<file path="config.mk">
export PLATFORM = sky130hd
export DESIGN_NAME = uart_rx_agefifo
export DESIGN_NICKNAME = d
export VERILOG_FILES = /design/src/rtl/rxq_pkg.sv /design/src/rtl/rxq_store.sv /design/src/rtl/rxq_age.sv /design/src/rtl/rxq_irq.sv /design/src/rtl/uart_rx_agefifo.sv
export SDC_FILE = /design/constraint.sdc
export NUM_CORES = 1
export LEC_CHECK = 0
export BUFFER_PORTS_ARGS = -buffer_cell sky130_fd_sc_hd__buf_2
export CAP_MARGIN = 30
export CORE_ASPECT_RATIO = 1.4
export CORE_MARGIN = 4
export CORE_UTILIZATION = 33
export DETAILED_ROUTE_END_ITERATION = 10
export GPL_TIMING_DRIVEN = 0
export PLACE_DENSITY_LB_ADDON = 0.2
export SLEW_MARGIN = 20
export SYNTH_ARGS = -nofsm -noshare
export SYNTH_HDL_FRONTEND = slang
export SYNTH_SLANG_ARGS = --single-unit
export TNS_END_PERCENT = 10
</file>
<file path="constraint.sdc">
create_clock -name clk -period 3.7 [get_ports clk]
set_input_delay 0.74 -clock clk [delete_from_list [all_inputs] [get_ports clk]]
set_output_delay 0.74 -clock clk [all_outputs]
set_load 0.01 [all_outputs]
</file>
<file path="src/rtl/rxq_pkg.sv">
package rxq_pkg;

  localparam int CHAR_W = 8;

  // One stored character with its per-character flags (bit order is the read-word layout)
  typedef struct packed {
    logic              brk;
    logic              ovr;
    logic              par;
    logic              frm;
    logic [CHAR_W-1:0] data;
  } rxq_entry_t;

  localparam int ENTRY_W = $bits(rxq_entry_t);

  // Status sources
  localparam int NSRC      = 3;
  localparam int SRC_READY = 0;
  localparam int SRC_AGE   = 1;
  localparam int SRC_BRK   = 2;

  // Circular pointer step for a ring of lim slots
  function automatic logic [31:0] wrap_inc(input logic [31:0] p, input logic [31:0] lim);
    return (p == lim - 32'd1) ? 32'd0 : p + 32'd1;
  endfunction

  function automatic logic [31:0] wrap_dec(input logic [31:0] p, input logic [31:0] lim);
    return (p == 32'd0) ? lim - 32'd1 : p - 32'd1;
  endfunction

  // Fill-level condition; a zero threshold switches the source off
  function automatic logic thr_reached(input logic [31:0] cnt, input logic [31:0] thr);
    return (thr != 32'd0) && (cnt >= thr);
  endfunction

endpackage

</file>
<file path="src/rtl/rxq_store.sv">
module rxq_store
  import rxq_pkg::*;
#(
  parameter  int DEPTH = 32,
  localparam int AW    = $clog2(DEPTH),
  localparam int CW    = $clog2(DEPTH + 1)
) (
  input  logic          clk,
  input  logic          rst_n,
  input  logic          push,
  input  rxq_entry_t    wr_entry,
  input  logic          pop,
  output rxq_entry_t    rd_entry,
  output logic [CW-1:0] fill,
  output logic          full,
  output logic          empty,
  output logic          push_acc,
  output logic          pop_acc
);

  rxq_entry_t    mem [DEPTH];
  logic [AW-1:0] wr_ptr;
  logic [AW-1:0] rd_ptr;
  logic [AW-1:0] last_ptr;
  logic [CW-1:0] fill_q;

  assign fill     = fill_q;
  assign full     = (fill_q == CW'(DEPTH));
  assign empty    = (fill_q == '0);
  assign push_acc = push & ~full;
  assign pop_acc  = pop & ~empty;
  assign last_ptr = AW'(wrap_dec(32'(wr_ptr), DEPTH));
  assign rd_entry = empty ? '0 : mem[rd_ptr];

  // Storage: a new entry, or an overrun mark on the newest one when full
  always_ff @(posedge clk or negedge rst_n) begin
    if (!rst_n) begin
      for (int i = 0; i < DEPTH; i++) mem[i] <= '0;
    end else if (push_acc) begin
      mem[wr_ptr] <= wr_entry;
    end else if (push && full) begin
      mem[last_ptr].ovr <= 1'b1;
    end
  end

  always_ff @(posedge clk or negedge rst_n) begin
    if (!rst_n) begin
      wr_ptr <= '0;
      rd_ptr <= '0;
    end else begin
      if (push_acc) wr_ptr <= AW'(wrap_inc(32'(wr_ptr), DEPTH));
      if (pop_acc)  rd_ptr <= AW'(wrap_inc(32'(rd_ptr), DEPTH));
    end
  end

  always_ff @(posedge clk or negedge rst_n) begin
    if (!rst_n) begin
      fill_q <= '0;
    end else begin
      case ({push_acc, pop_acc})
        2'b10:   fill_q <= fill_q + 1'b1;
        2'b01:   fill_q <= fill_q - 1'b1;
        default: fill_q <= fill_q;
      endcase
    end
  end

endmodule

</file>
<file path="src/rtl/rxq_age.sv">
module rxq_age #(
  parameter  int LIMIT = 8,
  localparam int GW    = $clog2(LIMIT + 1)
) (
  input  logic clk,
  input  logic rst_n,
  input  logic tick,
  input  logic restart,
  input  logic active,
  output logic expire
);

  localparam logic [GW-1:0] LIM  = GW'(LIMIT);
  localparam logic [GW-1:0] LAST = GW'(LIMIT - 1);

  logic [GW-1:0] cnt_q;

  // Fires once on the tick that completes LIMIT quiet periods
  assign expire = active & ~restart & tick & (cnt_q == LAST);

  // Saturates at LIM so a stale queue raises the event only once
  always_ff @(posedge clk or negedge rst_n) begin
    if (!rst_n) begin
      cnt_q <= '0;
    end else if (!active || restart) begin
      cnt_q <= '0;
    end else if (tick && (cnt_q != LIM)) begin
      cnt_q <= cnt_q + 1'b1;
    end
  end

endmodule

</file>
<file path="src/rtl/rxq_irq.sv">
module rxq_irq #(
  parameter int N = 3
) (
  input  logic         clk,
  input  logic         rst_n,
  input  logic [N-1:0] set,
  input  logic         clr_wr,
  input  logic [N-1:0] clr_mask,
  input  logic [N-1:0] ien,
  output logic [N-1:0] status,
  output logic         irq
);

  logic [N-1:0] st_q;

  for (genvar gi = 0; gi < N; gi++) begin : g_src
    always_ff @(posedge clk or negedge rst_n) begin
      if (!rst_n) begin
        st_q[gi] <= 1'b0;
      end else if (set[gi]) begin
        st_q[gi] <= 1'b1;
      end else if (clr_wr && clr_mask[gi]) begin
        st_q[gi] <= 1'b0;
      end
    end
  end

  assign status = st_q;
  assign irq    = |(st_q & ien);

endmodule

</file>
<file path="src/rtl/uart_rx_agefifo.sv">
module uart_rx_agefifo
  import rxq_pkg::*;
#(
  parameter  int DEPTH     = 32,
  parameter  int AGE_CHARS = 8,
  localparam int CW        = $clog2(DEPTH + 1)
) (
  input  logic               clk,
  input  logic               rst_n,
  input  logic               chr_valid,
  input  logic [CHAR_W-1:0]  chr_data,
  input  logic               chr_frm_err,
  input  logic               chr_par_err,
  input  logic               chr_brk,
  input  logic               char_tick,
  input  logic               rd_en,
  input  logic [CW-1:0]      hiwater,
  input  logic               ien_ready,
  input  logic               ien_age,
  input  logic               ien_brk,
  input  logic               stat_clr_wr,
  input  logic [NSRC-1:0]    stat_clr,
  output logic [ENTRY_W-1:0] rd_word,
  output logic               data_ready,
  output logic [NSRC-1:0]    status,
  output logic               irq
);

  rxq_entry_t    wr_entry;
  rxq_entry_t    rd_entry;
  logic [CW-1:0] fill;
  logic          full;
  logic          empty;
  logic          push_acc;
  logic          pop_acc;
  logic          age_evt;
  logic          hit_level;
  logic          age_restart;
  logic [NSRC-1:0] src_set;
  logic [NSRC-1:0] src_ien;

  always_comb begin
    wr_entry      = '0;
    wr_entry.data = chr_data;
    wr_entry.frm  = chr_frm_err;
    wr_entry.par  = chr_par_err;
    wr_entry.brk  = chr_brk;
  end

  rxq_store #(.DEPTH(DEPTH)) u_store (
    .clk      (clk),
    .rst_n    (rst_n),
    .push     (chr_valid),
    .wr_entry (wr_entry),
    .pop      (rd_en),
    .rd_entry (rd_entry),
    .fill     (fill),
    .full     (full),
    .empty    (empty),
    .push_acc (push_acc),
    .pop_acc  (pop_acc)
  );

  // Any arriving character (kept or dropped) or any read restarts the idle count
  assign age_restart = chr_valid | pop_acc;

  rxq_age #(.LIMIT(AGE_CHARS)) u_age (
    .clk     (clk),
    .rst_n   (rst_n),
    .tick    (char_tick),
    .restart (age_restart),
    .active  (~empty),
    .expire  (age_evt)
  );

  assign hit_level = thr_reached(32'(fill), 32'(hiwater));

  always_comb begin
    src_set            = '0;
    src_set[SRC_READY] = hit_level;
    src_set[SRC_AGE]   = age_evt;
    src_set[SRC_BRK]   = chr_valid & chr_brk;
    src_ien            = '0;
    src_ien[SRC_READY] = ien_ready;
    src_ien[SRC_AGE]   = ien_age;
    src_ien[SRC_BRK]   = ien_brk;
  end

  rxq_irq #(.N(NSRC)) u_irq (
    .clk      (clk),
    .rst_n    (rst_n),
    .set      (src_set),
    .clr_wr   (stat_clr_wr),
    .clr_mask (stat_clr),
    .ien      (src_ien),
    .status   (status),
    .irq      (irq)
  );

  assign rd_word    = rd_entry;
  assign data_ready = ~empty;

endmodule

</file>
Yosys cells after proc, flatten, opt, wreduce, memory -nomap -nowiden
Index checks and enable logic that the tools add are counted.
- bitwise logic cells: 14
- $mul: 0
- muxes and demuxes: 24
- eq/ne operators: 7
- reduce and logical (&&, ||, !) cells: 19
- shift-type cells: 0
- $lt $le $gt $ge: 6
- divide/modulo/power cells: 0
- $add $sub $neg: 6
- operators with widths (operator ; number):
    $bwmux 384 ; 2
    $mux 384 ; 2
    $demux 12 s5 ; 2
    $bmux 12 s5 ; 1
    $mux 12 ; 4
    $ge 6x6->1 const B ; 3
    $not 5->6 ; 3
    $mux 5 ; 3
    $lt 6x1->1 const B ; 2
    $pmux 6 s2 ; 1
    $reduce_bool 2->1 ; 6
    $mux 11 ; 1
    $add 5x1->5 const B ; 2
    $eq 5x5->1 const B ; 2
    $logic_and 1x1->1 ; 8
    $mux 4 ; 2
    $add 6x1->6 const B ; 1
    $and 1x1->1 ; 6
    $eq 6x6->1 const B ; 1
    $ge 6x6->1 ; 1
    $logic_not 6->1 ; 1
    $mux 1 ; 6
    $reduce_bool 6->1 ; 1
    $sub 6x1->6 const B ; 1
    other kinds (12) ; 14
- logic and storage cells: 243
- memories kept: 0
- RAM bits: 0
- latch bits: 0
- bits in read-only memories: 0
- bits in registers: 407

Depth between registers and ports, before layout
- depth in word-level cells: 10
- depth in mapped cells: 12

Hierarchy
A second synthesis with hierarchy kept.
- cell total of the unflattened synthesis: 1459
- area, all modules: 19945.4 µm²
- by module, submodules not included (module ; cells an instance ; sequential area each (µm²) ; area each (µm²) ; times used):
    rxq_store ; 1397 ; 10009.6 ; 19399.9 ; 1
    rxq_age ; 26 ; 100.1 ; 249.0 ; 1
    uart_rx_agefifo ; 25 ; 0.0 ; 172.7 ; 1
    rxq_irq ; 11 ; 75.1 ; 123.9 ; 1

Worst setup path after synthesis
No wires, ideal clock.
- path type: register to register
- start point: register u_store.fill_q[1], in the netlist u_store.fill[1]
- end point: register u_store.fill_q[5], in the netlist u_store.fill[5]
- buffers on the path: 0
- required time: 3.565 ns
- arrival: 2.536 ns
- path slack: 1.030 ns
- cell stages (with the launch flop): 10
- setup time: 0.135 ns
- cells stage by stage: dfrtp_1 or3_1 o41ai_4 inv_1 ha_1 nor2b_1 mux2_2 a221oi_1 a211oi_1 xor2_1
- cells in the longest elaborated chain, start to end: 5
- elaborated cells on any way between the ends: 12
- those cells by class: add/sub: 2; eq/ne: 3; mux: 1; bitwise: 4; reduce/logical: 2
- RTL lines (element ; line ; text):
    start: declaration ; rxq_store.sv:25 ; logic [CW-1:0] fill_q;
    start signal: assignment ; rxq_store.sv:61 ; 2'b10: fill_q <= fill_q + 1'b1;
    start signal: assignment ; rxq_store.sv:62 ; 2'b01: fill_q <= fill_q - 1'b1;
    start signal: assignment ; rxq_store.sv:63 ; default: fill_q <= fill_q;
    $logic_not 6->1 (*) ; rxq_store.sv:29 ; assign empty = (fill_q == '0);
    $not 1->1 (*) ; rxq_store.sv:31 ; assign pop_acc = pop & ~empty;
    $and 1x1->1 (*) ; rxq_store.sv:31 ;
    via pop_acc ; uart_rx_agefifo.sv:35 ; logic pop_acc;
    $eq 2x1->1 or $eq 2x2->1 (tied branches) ; rxq_store.sv:60 ; case ({push_acc, pop_acc})
    $pmux 6 s2 or $reduce_bool 2->1 (tied branches) ; n/a ;
Mark *: on every way through the listed nets, which the timed path passes. The rest lies on a longest branch.
A chain may end at the register's enable or synchronous reset.

Worst setup path after layout
- start point: register u_store.rd_ptr[4]
- end point: output port rd_word[4]
- cells in the longest elaborated chain, start to end: 5
- RTL lines (element ; line ; text):
    start: declaration ; rxq_store.sv:23 ; logic [AW-1:0] rd_ptr;
    start signal: assignment ; rxq_store.sv:52 ; if (pop_acc) rd_ptr <= AW'(wrap_inc(32'(rd_ptr), DEPTH));
    $not 5->6 (not written as such) ; rxq_store.sv:33 ; assign rd_entry = empty ? '0 : mem[rd_ptr];
    $bmux 12 s5 ; rxq_store.sv:33 ;
    $mux 12 (not written as such) (2 in series) ; rxq_store.sv:33 ;
    $mux 12 ; rxq_store.sv:33 ;
    end: declaration ; uart_rx_agefifo.sv:23 ; output logic [ENTRY_W-1:0] rd_word,
Every way passes these cells. The select of a mux whose other input is x is not followed.

==> results <==
- The run finished, with violations left.
- The checks that failed: setup timing.
- The remaining antenna violation count is 0.
- After clock tree synthesis, the flow added hold-fix buffers numbering 0.
- The placed instances occupy a cell area of 20580 um2.
- The proportion of total power due to net switching is 34.18%.
- Using the TritonRoute via totals, the vias-per-cell ratio works out to 5.214.
- The total length of routed wires is 54590 um.
- The routability congestion estimate is 0.7944.
- For this design the total switching power over the nets is 6.451 mW.
- Global routing used 17.60% of the available tracks.
- The number of nets handed over by synthesis was 1410.
- At the pin with the least slew margin, the transition time is 0.8721 ns.
- Dividing the detail-routed wire length by the instance count gives 24.44 um.
- The part of the total power dissipated in the clock network is 22.4%.
- The remaining routing DRC violations is 0.
- The clock tree synthesis step divided the H-tree into 2 levels.
- The most common cell in the synthesized netlist is sky130_fd_sc_hd__dfrtp_1.
- After layout, the worst setup slack is -0.02325 ns.
- The source-to-sink clock delay at the later pin of the worst-skew pair is 0.55 ns.
- The proportion of power drawn by flip-flops and latches is 38.6%.
- The tightest min-delay check is of the in -> async type.
- The critical path goes through clkbuf_1 -> o221ai_1 -> a211oi_2 -> nor3_1 -> buf_2.
- The largest stage delay on the critical path is 0.70 ns.
- The worst hold margin is 0.1820 ns.
- Yosys printed 0 warnings.
- After layout, the worst path uses 100.6% of the clock period.
- The number of slew-limit violations in the final report came to 0.
- The count of input and output buffers is 45.
- The time the final worst path needs with I/O delays and setup is 3.723 ns.
- The number of placed instances, taps included, is 2153.
- Detailed routing inserted a total of 11648 vias.
- The synthesis-to-finish area growth is 15.29%.
- From left edge to right edge, the die measures 212.4 um.
- The initial standard-cell utilization of the core is 33.42%.
- The violation count after the first detailed-route iteration is 581.
- The met3 global-route usage is 2.176%.
- With fillers left out, the area of the finished cells amounts to 22260 um2.
- The part of the total power dissipated in combinational logic is 39.0%.
- Detailed placement ended at an HPWL of 39470 um.
- The highest achievable clock rate is 0.2686 GHz.
- The share of synthesized registers carrying an async set or reset is 100.0%.
- The share of the yosys chip area belonging to registers is 52.75%.
- The pre-antenna-repair detailed-routing pass consisted of 5 iterations.
- The setup-violating endpoint count in the final report is 2.
- The post-synthesis cell type with the largest combined area is sky130_fd_sc_hd__dfrtp_1.
- IR analysis of the VDD net gives a maximum drop of 417.0 uV.
- Across the routed clock network, the largest skew measured is 0.01683 ns.
- The final-report hold violation count is 0.
- STA classifies the critical path endpoint as a primary output.
- For the worst setup path, the data required time is 2.96 ns.
- Counting the fill cells in the layout gives 5572.
- After synthesis, the netlist uses 58 different library cells.
- The die outline area is 62500 um2.
- The slowest stage of the critical path is the sky130_fd_sc_hd__clkbuf_1 cell.
- The number of buffers on the longest clock path is 3.
- Setup total negative slack on the finished layout was measured at -0.03324 ns.
- A synthesized cell averages 14.18 um2.
- The element type at the critical path start is a register.
- The via count of the first global-routing pass is 12587.
- The maximum fanout along the worst path is 10.
- From bottom edge to top edge, the die measures 294.2 um.
- The total design power is 18.87 mW.
- The clock sink total is 407.
- Global routing finished with a remaining overflow of 0.
- The synthesized design contains 0 enable-type register cells.
- The critical path data arrival time is 2.98 ns.
- The count of pins on the block boundary is 46.
- TritonCTS built the clock tree.
- The post-route netlist has 44.67% of its cells at a drive strength greater than 1.
- Summing every instance area after synthesis gives 19310 um2.
- The wire length of the first global-routing pass is 82460 um.
- Entering global routing, the biggest net connects 95 pins.
- Buffers inserted during clock tree synthesis total 42.
- The root buffer cell is sky130_fd_sc_hd__clkbuf_16.
- The net count reported at finish is 1507.
- The count of state elements after synthesis is 407.
- The area share of the leading cell type in the synthesized netlist is 52.75%.
- The number of max-cap violations is 0.
- In this run the core area contains 104 standard-cell rows.
- Clock-pin slew was measured on the worst setup and hold paths at 0.06 ns.
- In the post-synthesis netlist, the biggest area contributors are sky130_fd_sc_hd__dfrtp_1 53%, sky130_fd_sc_hd__mux2_2 20%, sky130_fd_sc_hd__mux4_2 8.5%.
- The relative slew slack is 41.86%.
- For this design the ratio of total power to cell area is 847.7 nW/um2.
- The predominant post-synthesis flop cell is sky130_fd_sc_hd__dfrtp_1.
- The number of antenna violations at the first check in global routing came to 0.
- Setup repair after global routing could not meet its margin everywhere.
- After global routing, the most crowded layer is met2.
- Counting every instance in the synthesized netlist gives 1362.
- The leakage power of the design is 9.875 nW.
- The number of standard cells in the layout, taps in and fillers out is 2234.
- By count the netlist is led by 407 x sky130_fd_sc_hd__dfrtp_1, 338 x sky130_fd_sc_hd__mux2_2, 73 x sky130_fd_sc_hd__mux4_2, 59 x sky130_fd_sc_hd__clkbuf_1, 51 x sky130_fd_sc_hd__mux2i_1.
- The critical path is of the reg -> out type.
- For this run, global-route usage on met2 was measured as 32.15%.
- For met1 alone, demand over resource in global routing was 21.68%.
- The core footprint is 57780 um2.
- The cell-internal power is 12.42 mW.
-- cell type report --
class,count,area (um2),area share [%]
clock inverter,10,53.80,0.2417
clock buffer,66,1315,5.907
inverter,50,187.7,0.8431
multi-input combinational,791,8461,38.01
antenna,1,2.502,0.01124
timing repair buffer,53,375.4,1.686
buffer,114,752.0,3.378
sequential,407,10180,45.75
tap,742,928.4,4.171
-- cell usage in the layout (no fill, tap or decap), types with 6 or more instances in the layout --
cell / count
sky130_fd_sc_hd__mux2_1: 18
sky130_fd_sc_hd__clkinv_2: 9
sky130_fd_sc_hd__inv_1: 49
sky130_fd_sc_hd__buf_2: 54
sky130_fd_sc_hd__xor2_1: 7
sky130_fd_sc_hd__a211oi_2: 10
sky130_fd_sc_hd__nor2_2: 25
sky130_fd_sc_hd__a21oi_1: 6
sky130_fd_sc_hd__nor2_1: 22
sky130_fd_sc_hd__a22o_1: 25
sky130_fd_sc_hd__clkbuf_2: 15
sky130_fd_sc_hd__mux2_2: 338
sky130_fd_sc_hd__clkbuf_8: 11
sky130_fd_sc_hd__ha_1: 19
sky130_fd_sc_hd__mux2i_1: 45
sky130_fd_sc_hd__o221ai_1: 11
sky130_fd_sc_hd__dfrtp_1: 407
sky130_fd_sc_hd__clkbuf_16: 45
sky130_fd_sc_hd__nor3_1: 11
sky130_fd_sc_hd__o21ai_0: 18
sky130_fd_sc_hd__nand3_1: 10
sky130_fd_sc_hd__a2111oi_2: 9
sky130_fd_sc_hd__buf_4: 34
sky130_fd_sc_hd__clkbuf_1: 51
sky130_fd_sc_hd__o22ai_1: 44
sky130_fd_sc_hd__mux4_2: 73
sky130_fd_sc_hd__nand2_1: 25
-- power groups by stage --
stage	combinational, mW	clock (mW)	sequential (mW)
2_1_floorplan	4.96	0	7.00
3_3_place_gp	6.94	0	7.25
3_5_place_dp	7.06	0	7.35
4_1_cts	7.33	4.35	7.27
5_1_grt	7.90	4.52	7.49
6_report	7.36	4.22	7.29
-- registers in the layout (all words and copies together), names as in the netlist --
name,flops
u_store.mem,384
u_age.cnt_q,4
u_irq.status,3
u_store.rd_ptr,5
u_store.fill,6
u_store.wr_ptr,5
-- timing repair --
item                                    CTS  global route
gates resized for setup                  64            21
endpoints found under the setup margin   13            12
pin swaps                                 3             3
setup buffers                             0             4
-- cell families (layout without fill, tap and decap cells) --
kind of cell	Yosys count	in the layout	synth area share, %
buf+inv	164	293	4.212
mux	480	480	31.92
compound gates	148	148	5.554
flops	407	407	52.75
simple gates	132	132	3.785
xor+xnor	12	12	0.5444
fa+ha+maj	19	19	1.231
other cells	0	1	0
-- worst paths after layout --
check	cells after the start	startpoint	end	slack [ns]
hold / removal	1	rst_n	u_store.mem[81]	0.18
setup / recovery	5	u_store.rd_ptr[4]	rd_word[4]	-0.02
max in group asynchronous	4	rst_n	u_store.mem[380]	1.84
min in group clk	4	stat_clr[1]	u_irq.status[1]	0.46
setup reg to reg	10	u_store.fill[1]	u_store.fill[4]	0.68
hold reg to reg	1	u_store.mem[379]	u_store.mem[379]	0.48
-- critical path: cells and delay by family (launching register included) --
family | cells | cell delay [ns]
flops | 1 | 0.68
compound gates | 2 | 0.75
simple gates | 1 | 0.12
buf+inv | 2 | 0.86
-- metrics by stage --
step / utilization, % / setup WS (ns)
CTS: 38.34 / -0.02849
floorplan: - / 1.030
finish: 38.53 / -0.02325
global route: 38.52 / -0.03098
detailed placement: 35.63 / -0.1628
global placement: 35.41 / -6.299
-- per-layer routing --
| layer | share of wire (%) | vias up |
|---|---|---|
| met5 | 0 | - |
| met4 | 2.9 | 0 |
| met3 | 2.9 | 69 |
| met2 | 53 | 170 |
| met1 | 41 | 6194 |
| li1 | - | 5215 |
No activity file was read; power rests on OpenSTA's default activity.
